--- config.mk ---
export PLATFORM = sky130hd
export DESIGN_NAME = tot_trim_ctrl
export DESIGN_NICKNAME = d
export VERILOG_FILES = /design/src/rtl/tot_trim_pkg.sv /design/src/rtl/tot_meter.sv /design/src/rtl/trim_stepper.sv /design/src/rtl/tot_trim_ctrl.sv
export SDC_FILE = /design/constraint.sdc
export NUM_CORES = 1
export LEC_CHECK = 0
export ABC_AREA = 0
export ABC_CLOCK_PERIOD_IN_PS = 5390
export CELL_PAD_IN_SITES_DETAIL_PLACEMENT = 0
export CELL_PAD_IN_SITES_GLOBAL_PLACEMENT = 2
export CORE_MARGIN = 10
export CORE_UTILIZATION = 25
export CTS_CLUSTER_SIZE = 16
export DETAILED_ROUTE_END_ITERATION = 8
export DONT_BUFFER_PORTS = 1
export PLACE_DENSITY_LB_ADDON = 0.2
export SYNTH_ARGS = -nofsm -noshare
export SYNTH_HDL_FRONTEND = slang
export SYNTH_HIERARCHICAL = 1
export SYNTH_SLANG_ARGS = --single-unit
--- constraint.sdc ---
create_clock -name clk -period 5.39 [get_ports clk]
set_input_delay 0.539 -clock clk [delete_from_list [all_inputs] [get_ports clk]]
set_output_delay 0.539 -clock clk [all_outputs]
set_load 0.03 [all_outputs]
--- src/rtl/tot_trim_pkg.sv ---
package tot_trim_pkg;

   // run sequencer states
   typedef enum logic [2:0] {
      CAL_IDLE   = 3'd0,
      CAL_FIRE   = 3'd1,
      CAL_LISTEN = 3'd2,
      CAL_DONE   = 3'd3,
      CAL_FAIL   = 3'd4
   } cal_state_e;

   // measurement unit states
   typedef enum logic [1:0] {
      MT_IDLE = 2'd0,
      MT_WAIT = 2'd1,
      MT_HIGH = 2'd2
   } meter_state_e;

endpackage

--- src/rtl/tot_meter.sv ---
module tot_meter
   import tot_trim_pkg::*;
#(
   parameter int TOT_W       = 20,
   parameter int TIMEOUT     = 4096,
   parameter int SYNC_STAGES = 2
) (
   input  logic             clk,
   input  logic             rst_n,
   input  logic             arm,
   input  logic             disc,
   output logic             meas_valid,
   output logic [TOT_W-1:0] meas_tot
);
   localparam int               WAIT_W   = $clog2(TIMEOUT + 1);
   localparam logic [WAIT_W-1:0] WAIT_END = WAIT_W'(TIMEOUT - 1);
   localparam logic [TOT_W-1:0]  TOT_MAX  = '1;

   logic ds, ds_q, rise;

   // synchronizer variant chosen by depth
   if (SYNC_STAGES == 0) begin : g_nosync
      assign ds = disc;
   end else begin : g_sync
      logic [SYNC_STAGES-1:0] chain;
      always_ff @(posedge clk or negedge rst_n) begin
         if (!rst_n) chain <= '0;
         else        chain <= (chain << 1) | SYNC_STAGES'(disc);
      end
      assign ds = chain[SYNC_STAGES-1];
   end

   always_ff @(posedge clk or negedge rst_n) begin
      if (!rst_n) ds_q <= 1'b0;
      else        ds_q <= ds;
   end
   assign rise = ds & ~ds_q;

   meter_state_e      st_q;
   logic [WAIT_W-1:0] wait_q;
   logic [TOT_W-1:0]  cnt_q;

   always_ff @(posedge clk or negedge rst_n) begin
      if (!rst_n) begin
         st_q       <= MT_IDLE;
         wait_q     <= '0;
         cnt_q      <= '0;
         meas_valid <= 1'b0;
         meas_tot   <= '0;
      end else begin
         meas_valid <= 1'b0;
         unique case (st_q)
            MT_IDLE: begin
               if (arm) begin
                  st_q   <= MT_WAIT;
                  wait_q <= '0;
               end
            end
            MT_WAIT: begin
               if (rise) begin
                  st_q  <= MT_HIGH;
                  cnt_q <= TOT_W'(1);
               end else if (wait_q == WAIT_END) begin
                  st_q       <= MT_IDLE;
                  meas_valid <= 1'b1;
                  meas_tot   <= '0;
               end else begin
                  wait_q <= wait_q + WAIT_W'(1);
               end
            end
            MT_HIGH: begin
               if (ds) begin
                  if (cnt_q != TOT_MAX) cnt_q <= cnt_q + TOT_W'(1);
               end else begin
                  st_q       <= MT_IDLE;
                  meas_valid <= 1'b1;
                  meas_tot   <= cnt_q;
               end
            end
            default: st_q <= MT_IDLE;
         endcase
      end
   end
endmodule

--- src/rtl/trim_stepper.sv ---
module trim_stepper #(
   parameter int CODE_W    = 6,
   parameter int INIT_CODE = 32
) (
   input  logic              clk,
   input  logic              rst_n,
   input  logic              load,
   input  logic              step_up,
   input  logic              step_dn,
   output logic [CODE_W-1:0] code,
   output logic              at_min,
   output logic              at_max
);
   localparam logic [CODE_W-1:0] CODE_INIT = CODE_W'(INIT_CODE);
   localparam logic [CODE_W-1:0] CODE_TOP  = '1;

   always_ff @(posedge clk or negedge rst_n) begin
      if (!rst_n)                  code <= CODE_INIT;
      else if (load)               code <= CODE_INIT;
      else if (step_up && !at_max) code <= code + CODE_W'(1);
      else if (step_dn && !at_min) code <= code - CODE_W'(1);
   end

   assign at_min = (code == '0);
   assign at_max = (code == CODE_TOP);
endmodule

--- src/rtl/tot_trim_ctrl.sv ---
module tot_trim_ctrl
   import tot_trim_pkg::*;
#(
   parameter int CODE_W      = 6,
   parameter int TOT_W       = 20,
   parameter int ITER_W      = 8,
   parameter int TIMEOUT     = 4096,
   parameter int INIT_CODE   = 32,
   parameter int SYNC_STAGES = 2
) (
   input  logic              clk,
   input  logic              rst_n,
   input  logic              start,
   input  logic              disc,
   input  logic [TOT_W-1:0]  tot_lo,
   input  logic [TOT_W-1:0]  tot_hi,
   input  logic [ITER_W-1:0] max_iter,
   output logic [CODE_W-1:0] trim_code,
   output logic              test_pulse,
   output logic              done,
   output logic              fail
);
   // elaboration-time parameter checks
   if (CODE_W < 2)                          begin : g_bad_code  $error("CODE_W must be at least 2");       end
   if (TOT_W < 2)                           begin : g_bad_tot   $error("TOT_W must be at least 2");        end
   if (ITER_W < 1)                          begin : g_bad_iter  $error("ITER_W must be at least 1");       end
   if (TIMEOUT < 1)                         begin : g_bad_tmo   $error("TIMEOUT must be at least 1");      end
   if (INIT_CODE < 0 || INIT_CODE >= (1 << CODE_W)) begin : g_bad_init $error("INIT_CODE out of range"); end
   if (SYNC_STAGES < 0 || SYNC_STAGES > 4)  begin : g_bad_sync  $error("SYNC_STAGES must be 0 to 4");      end

   cal_state_e        st_q, st_d;
   logic [ITER_W-1:0] iter_q;
   logic [ITER_W:0]   iter_next;
   logic              accept, meas_valid, in_win, too_long, limit_hit;
   logic              step_up, step_dn, at_min, at_max;
   logic [TOT_W-1:0]  meas_tot;

   assign accept = start && (st_q == CAL_IDLE || st_q == CAL_DONE || st_q == CAL_FAIL);

   tot_meter #(.TOT_W(TOT_W), .TIMEOUT(TIMEOUT), .SYNC_STAGES(SYNC_STAGES)) u_meter (
      .clk(clk), .rst_n(rst_n), .arm(test_pulse), .disc(disc),
      .meas_valid(meas_valid), .meas_tot(meas_tot)
   );

   trim_stepper #(.CODE_W(CODE_W), .INIT_CODE(INIT_CODE)) u_stepper (
      .clk(clk), .rst_n(rst_n), .load(accept), .step_up(step_up), .step_dn(step_dn),
      .code(trim_code), .at_min(at_min), .at_max(at_max)
   );

   assign in_win    = (meas_tot >= tot_lo) && (meas_tot <= tot_hi);
   assign too_long  = (meas_tot > tot_hi);
   assign iter_next = {1'b0, iter_q} + (ITER_W+1)'(1);
   assign limit_hit = (iter_next >= {1'b0, max_iter});

   always_comb begin
      st_d    = st_q;
      step_up = 1'b0;
      step_dn = 1'b0;
      unique case (st_q)
         CAL_IDLE, CAL_DONE, CAL_FAIL: if (accept) st_d = CAL_FIRE;
         CAL_FIRE:                     st_d = CAL_LISTEN;
         CAL_LISTEN: begin
            if (meas_valid) begin
               if (in_win)                        st_d = CAL_DONE;
               else if (too_long ? at_min : at_max) st_d = CAL_FAIL;
               else if (limit_hit)                st_d = CAL_FAIL;
               else begin
                  st_d    = CAL_FIRE;
                  step_dn = too_long;
                  step_up = !too_long;
               end
            end
         end
         default: st_d = CAL_IDLE;
      endcase
   end

   always_ff @(posedge clk or negedge rst_n) begin
      if (!rst_n) begin
         st_q   <= CAL_IDLE;
         iter_q <= '0;
      end else begin
         st_q <= st_d;
         if (accept)                  iter_q <= '0;
         else if (step_up || step_dn) iter_q <= iter_q + ITER_W'(1);
      end
   end

   assign test_pulse = (st_q == CAL_FIRE);
   assign done       = (st_q == CAL_DONE);
   assign fail       = (st_q == CAL_FAIL);
endmodule

### Yosys cells after proc, flatten, opt, wreduce, memory -nomap -nowiden

Index checks and enable logic that the tools add are counted.

* order comparisons: 4
* reduce and logical (&&, ||, !) cells: 23
* muxes and demuxes: 43
* add/subtract/negate cells: 6
* bitwise operators: 3
* eq/ne operators: 20

Operators with widths (count)
* $mux 20: 6
* $pmux 20 s2: 2
* $mux 13: 3
* $pmux 13 s2: 1
* $add 20x1->20 const B: 1
* $ge 20x20->1: 1
* $gt 20x20->1: 1
* $le 20x20->1: 1
* $ne 20x20->1 const B: 1
* $mux 6: 3
* $mux 8: 2
* $mux 3: 5
* $mux 1: 14
* $add 13x1->13 const B: 1
* $eq 13x12->1 const B: 1
* $reduce_and 4->1: 3
* $ne 2x1->1 const B: 5
* $ne 2x2->1 const B: 5
* $add 8x1->9 const B: 1
* $ge 9x8->1: 1
* $pmux 3 s3: 1
* $add 8x1->8 const B: 1
* $mux 2: 4
* $add 6x1->6 const B: 1
* other kinds (24): 34

* output and inout port bits: 9
* input bits: 52
* word-level logic and storage cells: 109
* register bits: 76

### Depth between registers and ports, before layout

Gate-level depths: netlist (run 1).

* word-level depth: 11
* depth in mapped cells: 19
* depth with buffers taken out: 18

### Modules after synthesis

Netlist (run 1), hierarchy kept.

By module, submodules not included
* tot_meter: sequential area each 1476.4 µm², instances 1, cells an instance 287, area each 2991.6 µm²
* tot_trim_ctrl: sequential area each 275.3 µm², instances 1, cells an instance 246, area each 1936.9 µm²
* trim_stepper: sequential area each 151.4 µm², instances 1, cells an instance 57, area each 521.8 µm²

### Least setup slack after synthesis (run 1)

OpenSTA, ideal clock, no wires.

* path type: flip-flop to flip-flop
* from: register iter_q[0]
* to: register u_stepper.code[5]
* data arrival time: 4033 ps
* slack: 1296 ps
* cell stages (with the launch flop): 19
* clock period less this slack: 4094 ps
* setup time: 61 ps
* path buffers: 1
* required time: 5329 ps
* cells stage by stage: dfrtp_1 -> ha_1 -> and3_1 -> and3_1 -> xor2_1 -> ha_1 -> nand2_1 -> o2111ai_1 -> a311o_1 -> a211oi_1 -> o2111a_1 -> buf_2 -> o21ai_1 -> ha_1 -> a211oi_1 -> o21bai_1 -> a211oi_2 -> mux2i_1 -> a31o_1

* longest elaborated chain between the ends: 10
* elaborated cells between the ends (all ways): 17
* classes of those cells: 1 x add/sub; 1 x order compare; 12 x mux; 3 x reduce/logical

RTL lines
* start: declaration: RTL line tot_trim_ctrl.sv:32 `logic [ITER_W-1:0] iter_q;`
* start signal: assignment: RTL line tot_trim_ctrl.sv:85 `else if (step_up || step_dn) iter_q <= iter_q + ITER_W'(1);`
* $add 8x1->9 *: RTL line tot_trim_ctrl.sv:52 `assign iter_next = {1'b0, iter_q} + (ITER_W+1)'(1);`
* $ge 9x8->1 *: RTL line tot_trim_ctrl.sv:53 `assign limit_hit = (iter_next >= {1'b0, max_iter});`
* $mux 1 *: RTL line tot_trim_ctrl.sv:66 `else if (limit_hit) st_d = CAL_FAIL;`
* $mux 1 *: RTL line tot_trim_ctrl.sv:65 `else if (too_long ? at_min : at_max) st_d = CAL_FAIL;`
* $mux 1 *: RTL line tot_trim_ctrl.sv:64 `if (in_win) st_d = CAL_DONE;`
* $mux 1 *: RTL line tot_trim_ctrl.sv:63 `if (meas_valid) begin`
* $mux 1 *: RTL line tot_trim_ctrl.sv:59 `unique case (st_q)`
* named net step_up: RTL line tot_trim_ctrl.sv:35 `logic step_up, step_dn, at_min, at_max;`
* $logic_and 1x1->1 *: RTL line trim_stepper.sv:20 `else if (step_up && !at_max) code <= code + CODE_W'(1);`
* $mux 6: RTL line trim_stepper.sv:20
* $mux 6: RTL line trim_stepper.sv:19 `else if (load) code <= CODE_INIT;`
* end signal: assignment: RTL line trim_stepper.sv:20
* end signal: assignment: RTL line trim_stepper.sv:21 `else if (step_dn && !at_min) code <= code - CODE_W'(1);`
* end: declaration: RTL line trim_stepper.sv:10 `output logic [CODE_W-1:0] code,`

The timed path passes the listed nets; every way through them passes the cells marked *.
A chain may end at the register's enable or synchronous reset.

### Worst setup path in the final report (run 1)

* from: register iter_q[0]
* to: register u_stepper.code[5]

* longest elaborated chain between the ends: 10
* elaborated cells between the ends (all ways): 17
* classes of those cells: 1 x add/sub; 1 x order compare; 12 x mux; 3 x reduce/logical

RTL lines (RTL line)
* $add 8x1->9 *: tot_trim_ctrl.sv:52
* $ge 9x8->1 *: tot_trim_ctrl.sv:53
* $mux 1: tot_trim_ctrl.sv:66
* $mux 1: tot_trim_ctrl.sv:65
* $mux 1: tot_trim_ctrl.sv:64
* $mux 1: tot_trim_ctrl.sv:63
* $mux 1: tot_trim_ctrl.sv:59
* $logic_and 1x1->1: trim_stepper.sv:20
* $mux 6: trim_stepper.sv:20
* $mux 6: trim_stepper.sv:19

Mark *: on every way between the ends. The rest lies on a longest branch, timed or not.

==> results of run 1 <==
-- cell usage in the layout (no fill, tap or decap), types with 3 or more instances in the layout --
| cell type | count |
|---|---|
| nand4_1 | 19 |
| nor3_1 | 7 |
| clkbuf_16 | 9 |
| inv_1 | 63 |
| clkbuf_1 | 4 |
| a211oi_1 | 4 |
| a21o_1 | 6 |
| or4_1 | 3 |
| nor2_1 | 24 |
| o41ai_1 | 4 |
| xor2_1 | 8 |
| o211ai_1 | 5 |
| o31ai_1 | 11 |
| nand3_1 | 22 |
| mux2i_1 | 15 |
| o21a_1 | 4 |
| o21ai_0 | 35 |
| buf_4 | 4 |
| a31oi_1 | 7 |
| ha_1 | 59 |
| a22o_1 | 22 |
| dfrtp_1 | 75 |
| and2_1 | 3 |
| o21ai_1 | 6 |
| a21oi_1 | 34 |
| nand2b_1 | 9 |
| nand2_1 | 57 |
| and3_1 | 10 |
-- critical path: cells and delay by family (launching register included) --
kind	cells	cell delay (ns)
simple gates	3	0.58
mux	1	0.23
flops	1	0.42
xor+xnor	1	0.16
compound gates	9	2.51
fa+ha+maj	3	0.92
-- repair_timing --
item                                    4_1_cts  5_1_grt
endpoints found under the setup margin        0        0
endpoints found under the hold margin        75        0
hold buffers                                  1        0
-- registers in the layout, summed over array words and instances (netlist names) --
register / flops
u_stepper/code: 6
u_meter/g_sync.chain: 2
st_q: 3
u_meter/ds_q: 1
u_meter/cnt_q: 20
u_meter/st_q: 2
u_meter/meas_valid: 1
u_meter/meas_tot: 20
u_meter/wait_q: 13
iter_q: 8
-- cells by family (layout without fill, tap and decap cells) --
group           Yosys count  count (layout)  synth area share (%)
mux                      17              17                 3.168
buf+inv                  81              84                 7.139
flops                    76              76                 34.92
xor+xnor                  9               9                 1.446
compound gates          167             167                 21.51
simple gates            180             180                 17.91
fa+ha+maj                60              60                 13.91
other cells               0               1                     0
-- routing by layer --
layer	global-route usage (%)	share of wire, %	up-vias
met5	0	0	-
met4	4.012	1.6	0
met3	1.943	3.3	15
met2	16.82	46	71
met1	13.77	49	2106
li1	-	-	2174
-- layout make-up --
class                   count  area (um2)  area share, %
diodes                      1       2.502        0.04183
clock inverters             3       40.04         0.6693
flip-flops and latches     76        1903          31.81
repair buffers              5       57.56         0.9621
well taps                 275       344.1          5.752
clock buffers              13       240.2          4.016
multi-input cells         433        3158          52.79
inverters                  63       236.5          3.953
-- worst max-delay path by stage --
stage	from	endpoint	slack [ns]	cells past startpoint
after detailed placement	iter_q[0]	u_stepper/code[5]	0.66	17
after floorplan	iter_q[0]	u_stepper/code[5]	1.30	18
after global placement	iter_q[0]	u_stepper/code[5]	0.85	17
final	iter_q[0]	u_stepper/code[5]	0.52	17
after global routing	iter_q[0]	u_stepper/code[5]	0.13	17
after CTS	iter_q[0]	u_stepper/code[5]	0.57	17
-- per-stage QoR --
stage	total power [uW]	cell area (um2)
after global placement	1356	5672
after detailed placement	1370	5672
final	1968	5982
after global routing	2112	5982
after floorplan	1226	5450
after CTS	1998	5979
-- power groups by stage --
| stage | registers [uW] | clock network [uW] | logic, uW |
|---|---|---|---|
| 2_1_floorplan | 735 | 0 | 491 |
| 3_3_place_gp | 770 | 0 | 587 |
| 3_5_place_dp | 772 | 0 | 598 |
| 4_1_cts | 762 | 623 | 614 |
| 5_1_grt | 773 | 641 | 697 |
| 6_report | 760 | 598 | 610 |
==> results.md, run 1 <==
* NumNets Final at 700
* First-pass GRT wire length at 24280 um
* Status: finished clean
* Dominant synthesized flop cell: dfrtp_1
* Layout Skew at 0.01404 ns
* Top cell by count, worst path: ha_1
* Bufs on Longest Clock Path at 2
* Layout cells sized above 1 at 6.914%
* Fmax at 205.4 MHz
* Crit path largest cell delay at 0.52 ns
* Max_cap viols at 0
* WP data required at 5.68 ns
* Setup Crit Path Kind: register to register
* Netlist cell types at 80
* H-tree depth at 3
* Syn Inst Count at 590
* Ys async rst share at 100.0%
* R2R Path End: u_stepper/code[5]
* Die area at 28110 um2
* Largest net degree at the start of global routing at 76
* Synth Cell Area at 5450 um2
* Number of enable flip-flop cells after synthesis at 0
* DRT antenna net count at 0
* Synth Register Bits at 76
* RSZ-0062 raised after global routing: false
* Routability cong. at 0.8172
* Number of cell rows at 53
* Die Y at 167.7 um
* Setup TNS at 0 ns
* CP max stage cell: o2111a_1
* Iteration-0 DRC Markers at 255
* Post_cts resized at 0
* Share of the synthesized area in the top cell type at 34.44%
* Yosys warns at 6
* Hold_ws at 0.03534 ns
* Worst r2r src: iter_q[0]
* Syn_nets at 702
* Pre-CTS WS at 0.6603 ns
* Sw Ratio at 37.60%
* Final worst-path cycle share at 90.32%
* Most common cell in the netlist: dfrtp_1
* Clock share of power at 30.4%
* Num CTS Buffers at 9
* CTS root buf: clkbuf_16
* Worst Path Arrival at 5.16 ns
* Worst reg2reg setup slack at 0.52 ns
* Tmin final at 4.868 ns
* Port Buffers at 0
* Vias in the first global route at 4358
* Core area at 21220 um2
* Cell total after placement at 851
* # setup viols final at 0
* Final cell count without fillers at 869
* NetSw at 740.0 uW
* Post-CTS Setup Inserts at 0
* Slew HR at 26.16%
* Synth area leader: dfrtp_1
* HPWL after DPL at 11240 um
* Num ports at 61
* PwrDens at 329.0 nW/um2
* PnR worst setup slack at 0.5219 ns
* Worst VDD drop at 0.1211 mV
* Maximum fanout along the worst path at 13
* Routed vias/inst at 5.024
* Final core occ at 28.19%
* CTS tree: yes
* Antenna violations before repair at 1
* Share of power burned in combinational logic at 31.0%
* Sequential area share after synthesis at 34.92%
* Synth top area cells: dfrtp_1 (34%), ha_1 (14%), inv_1 (4.3%)
* Total Wirelength at 14870 um
* GRT overflow at 0
* Worst-Skew Late Latency at 0.35 ns
* Critical-path cell list: ha_1 -> and3_1 -> and3_1 -> xor2_1 -> ha_1 -> nand2_1 -> o2111ai_1 -> a311o_1 -> a211oi_1 -> o2111a_1 -> o21ai_1 -> ha_1 -> a211oi_1 -> o21bai_1 -> a211oi_2 -> mux2i_1 -> a31o_1
* CP Launch Type: register
* Layout fillers at 2260
* Max-slew violation count at 0
* Final Hold Fails at 0
* Hold/Removal Path Class: input port to asynchronous set/reset pin
* Mean Syn Cell Area at 9.238 um2
* Reg clk slew, reported paths at 0.06 ns
* DRC viols at 0
* Vias post-DR at 4366
* FF-to-FF path depth at 17
* Top cells by count, synth: dfrtp_1 (75), inv_1 (63), ha_1 (59)
* Flop pwr share at 38.6%
* Routed len/inst at 17.12 um
* Area Growth Syn to Fin at 9.757%
* Sink Count at 76
* CP Capture Type: register
* TritonRoute pass-1 iters at 4
* Worst-Margin Slew at 1.104 ns
* P_int at 1228 uW
* Initial Util at 25.68%
* Die width at 167.7 um
* Pleak at 0.002894 uW
* Gr usage total at 10.53%
Power figures use the tool's default switching activity.
==> inputs of run 2 (changes only) <==
- CAP_MARGIN: unset -> 20
==> results.md, run 2 (synthesized netlist as in run 1, its figures left out) <==
* Layout cells sized above 1 at 7.071%
* WP data required at 5.68 ns
* Fmax at 205.6 MHz
* Crit path largest cell delay at 0.51 ns
* TritonRoute pass-1 iters at 4
* FF-to-FF path depth at 17
* Critical-path cell list: ha_1 -> and3_1 -> and3_1 -> xor2_1 -> ha_1 -> nand2_1 -> o2111ai_1 -> a311o_1 -> a211oi_1 -> o2111a_1 -> o21ai_1 -> ha_1 -> a211oi_1 -> o21bai_1 -> a211oi_2 -> mux2i_1 -> a31o_1
* # setup viols final at 0
* Area Growth Syn to Fin at 9.963%
* Regs by FF count: u_meter/cnt_q: 20 flops, u_meter/meas_tot: 20 flops, u_meter/wait_q: 13 flops
* Layout Skew at 0.01408 ns
* Hold_ws at 0.03599 ns
* Worst-Margin Slew at 0.9784 ns
* Die Y at 167.7 um
* GRT overflow at 0
* Port Buffers at 0
* Die width at 167.7 um
* Core area at 21220 um2
* Slew HR at 34.77%
* CP top delay family: compound AO/OA/AOI/OAI gates
* Final Hold Fails at 0
* HPWL after DPL at 11240 um
* PwrDens at 329.0 nW/um2
* CTS Hold Bufs at 1
* Initial Util at 25.68%
* Vias in the first global route at 4358
* CP max stage cell: o2111a_1
* Num CTS Buffers at 9
* Setup Crit Path Kind: register to register
* Top cell by count, worst path: ha_1
* Routed len/inst at 17.07 um
* First-pass GRT wire length at 24280 um
* Gr usage total at 10.53%
* DRT antenna net count at 0
* H-tree depth at 3
* DRC viols at 0
* Reg clk slew, reported paths at 0.06 ns
* Sink Count at 76
* Routed vias/inst at 5.026
* R2R Path End: u_stepper/code[5]
* Worst Setup SP: iter_q[0]
* Setup TNS at 0 ns
* Antenna violations before repair at 1
* Iteration-0 DRC Markers at 243
* Num ports at 61
* Post-CTS Setup Inserts at 0
* Commonest non-fill, non-tap cells in the layout: dfrtp_1 (75), inv_1 (63), ha_1 (59)
* Worst r2r src: iter_q[0]
* Routability cong. at 0.8172
* Status: finished clean
* Final worst-path cycle share at 90.23%
* Total Wirelength at 14860 um
* Worst Path Arrival at 5.15 ns
* Maximum fanout along the worst path at 13
* Max_cap viols at 0
* Die area at 28110 um2
* NumNets Final at 701
* CTS root buf: clkbuf_16
* CP Launch Type: register
* Post_cts resized at 0
* Number of cell rows at 53
* Worst reg2reg setup slack at 0.53 ns
* Bufs on Longest Clock Path at 2
* Vias post-DR at 4373
* CP Capture Type: register
* Most common cell after layout, fill and taps aside: dfrtp_1
* Tmin final at 4.863 ns
* CTS tree: yes
* RSZ-0062 raised after global routing: false
* Worst VDD drop at 0.1213 mV
* Largest net degree at the start of global routing at 76
* Worst-Skew Late Latency at 0.35 ns
* Max-slew violation count at 0
* Worst path buffer plus inverter count at 0
* Hold/Removal Path Class: input port to asynchronous set/reset pin
* Pleak at 0.002900 uW
[run 2: cell type report]
class	instances	area (um2)
fill	2259	15230
multi-input combinational	433	3158
sequential	76	1903
tap	275	344.1
clock buffer	13	240.2
inverter	63	236.5
timing repair buffer	6	68.82
clock inverter	3	40.04
antenna	1	2.502
[run 2: layer usage]
layer / vias to the layer above / track usage (%) / wire (um)
met1: 2100 / 13.77 / 7215
met3: 15 / 1.943 / 533
met5: - / 0 / 0
li1: 2177 / - / -
met2: 81 / 16.82 / 6866
met4: 0 / 4.012 / 240
[run 2: report_power, final]
group          internal (uW)  total, uW  switching [uW]  leakage, uW
sequential               633        759             126      0.00103
clock                    358        598             240     0.000138
combinational            239        614             375      0.00173
total                   1230       1970             742      0.00290
[run 2: worst max path at each step]
stage / cells past startpoint / slack (ns) / endpoint
after floorplan: 18 / 1.30 / u_stepper/code[5]
after global placement: 17 / 0.85 / u_stepper/code[5]
after detailed placement: 17 / 0.66 / u_stepper/code[5]
after CTS: 17 / 0.57 / u_stepper/code[5]
after global routing: 17 / 0.13 / u_stepper/code[5]
final: 17 / 0.53 / u_stepper/code[5]
[run 2: through the flow]
step	cell area (um2)	utilization (%)	power [uW]	std cells	setup slack (ns)
2_1_floorplan	5450	-	1226	590	1.296
3_3_place_gp	5672	26.73	1356	851	0.8490
3_5_place_dp	5672	26.73	1370	851	0.6603
4_1_cts	5979	28.18	1998	868	0.5678
5_1_grt	5993	28.24	2113	870	0.1328
6_report	5993	28.24	1972	870	0.5269
==> inputs of run 3 (changes only) <==
--- a/constraint.sdc
+++ b/constraint.sdc
@@ -3,2 +3,2 @@
 set_output_delay 0.539 -clock clk [all_outputs]
-set_load 0.03 [all_outputs]
+set_load 0.01 [all_outputs]
==> results.md, run 3 (synthesized netlist as in run 1, its figures left out) <==
* Status: finished clean
* Cell total after placement at 849
* Antenna violations before repair at 0
* CP Launch Type: register
* PwrDens at 334.3 nW/um2
* H-tree depth at 3
* RSZ-0062 raised after global routing: false
* WP data required at 5.69 ns
* Largest net degree at the start of global routing at 76
* Routed vias/inst at 4.949
* Final Hold Fails at 0
* Max-slew violation count at 0
* Worst-Margin Slew at 1.029 ns
* Most common cell after layout, fill and taps aside: dfrtp_1
* WL met1 at 7273 um
* Hold/Removal Path Class: input port to asynchronous set/reset pin
* Max_cap viols at 0
* Met3 routed WL at 495 um
* Setup TNS at 0 ns
* First-pass GRT wire length at 24450 um
* Reg clk slew, reported paths at 0.07 ns
* Routability cong. at 0.8119
* DRT antenna net count at 0
* Regs by FF count: u_meter/cnt_q: 20 flops, u_meter/meas_tot: 20 flops, u_meter/wait_q: 13 flops
* Pleak at 0.002910 uW
* Vias post-DR at 4291
* Total Wirelength at 14760 um
* Sink Count at 76
* Vias in the first global route at 4470
* TritonRoute pass-1 iters at 4
* Core area at 21220 um2
* CP top delay family: compound AO/OA/AOI/OAI gates
* Setup Crit Path Kind: register to register
* Gr usage total at 10.59%
* Worst-Skew Late Latency at 0.35 ns
* CTS Hold Bufs at 1
* NumNets Final at 699
* Crit path largest cell delay at 0.48 ns
* # setup viols final at 0
* Die width at 167.7 um
* Port Buffers at 0
* Die Y at 167.7 um
* Bufs on Longest Clock Path at 2
* Fmax at 211.7 MHz
* Layout Skew at 0.01245 ns
* CP Capture Type: register
* Die area at 28110 um2
* Slew HR at 31.38%
* Post-CTS Setup Inserts at 0
* Worst Path Arrival at 5.02 ns
* Num ports at 61
* Initial Util at 25.68%
* CP max stage cell: o2111a_1
* Iteration-0 DRC Markers at 144
* Area Growth Syn to Fin at 10.68%
* N_diodes at 0
* Num CTS Buffers at 9
* PnR worst setup slack at 0.6666 ns
* Worst path buffer plus inverter count at 0
* Met2 WL at 6688 um
* Highest metal used: met4
* CTS tree: yes
* CTS root buf: clkbuf_16
* Tmin final at 4.723 ns
* Post_cts resized at 0
* Final cell count without fillers at 867
* Routed len/inst at 17.03 um
* Final worst-path cycle share at 87.63%
* HPWL after DPL at 11130 um
* Worst VDD drop at 0.1209 mV
* Pre-CTS WS at 0.6795 ns
* Critical-path cell list: ha_1 -> and3_1 -> and3_1 -> xor2_1 -> ha_1 -> nand2_1 -> o2111ai_1 -> a311o_1 -> a211oi_1 -> o2111a_1 -> o21ai_1 -> ha_1 -> a211oi_1 -> o21bai_1 -> a211oi_2 -> mux2i_1 -> a31o_1
* Maximum fanout along the worst path at 13
* Number of cell rows at 53
* Commonest non-fill, non-tap cells in the layout: dfrtp_1 (75), inv_1 (63), ha_1 (59)
* Layout cells sized above 1 at 7.432%
* GRT overflow at 0
* DRC viols at 0
* Top cell by count, worst path: ha_1
## run 3: area by class of cell
class / instances / area (um2)
flip-flops and latches: 76 / 1903
well taps: 275 / 344.1
repair buffers: 4 / 53.80
clock buffers: 11 / 252.7
clock inverters: 5 / 83.83
multi-input cells: 433 / 3158
inverters: 63 / 236.5
fillers: 2252 / 15190
## run 3: metrics by stage
step / area, um2 / hold WS [ns] / power, uW / utilization (%)
5_1_grt: 6032 / 0.007665 / 2160 / 28.43
2_1_floorplan: 5450 / 0.2434 / 1189 / -
4_1_cts: 6021 / 0.009242 / 2049 / 28.37
6_report: 6032 / 0.02495 / 2016 / 28.43
3_5_place_dp: 5657 / 0.2509 / 1327 / 26.66
3_3_place_gp: 5657 / 0.2510 / 1315 / 26.66
## run 3: worst paths after layout
kind / start / endpoint / slack, ns / depth (start not counted)
setup / recovery: iter_q[0] / u_stepper/code[5] / 0.67 / 17
hold / removal: rst_n / u_stepper/code[5] / 0.02 / 0
setup reg to reg: iter_q[0] / u_stepper/code[5] / 0.67 / 17
hold reg to reg: u_meter/g_sync.chain[0] / u_meter/g_sync.chain[1] / 0.36 / 0
max in group asynchronous: rst_n / u_meter/cnt_q[19] / 4.98 / 1
min in group clk: disc / u_meter/g_sync.chain[0] / 0.21 / 0
## run 3: power breakdown
group	internal [uW]	total, uW	switching, uW	leakage [uW]
registers	633	733	99.6	0.00103
logic	232	591	359	0.00172
clock network	432	693	261	0.000158
## run 3: layer usage
layer	up-vias	track usage, %
li1	2167	-
met1	2045	13.95
met2	64	16.53
met3	15	2.013
met4	0	4.466
met5	-	0
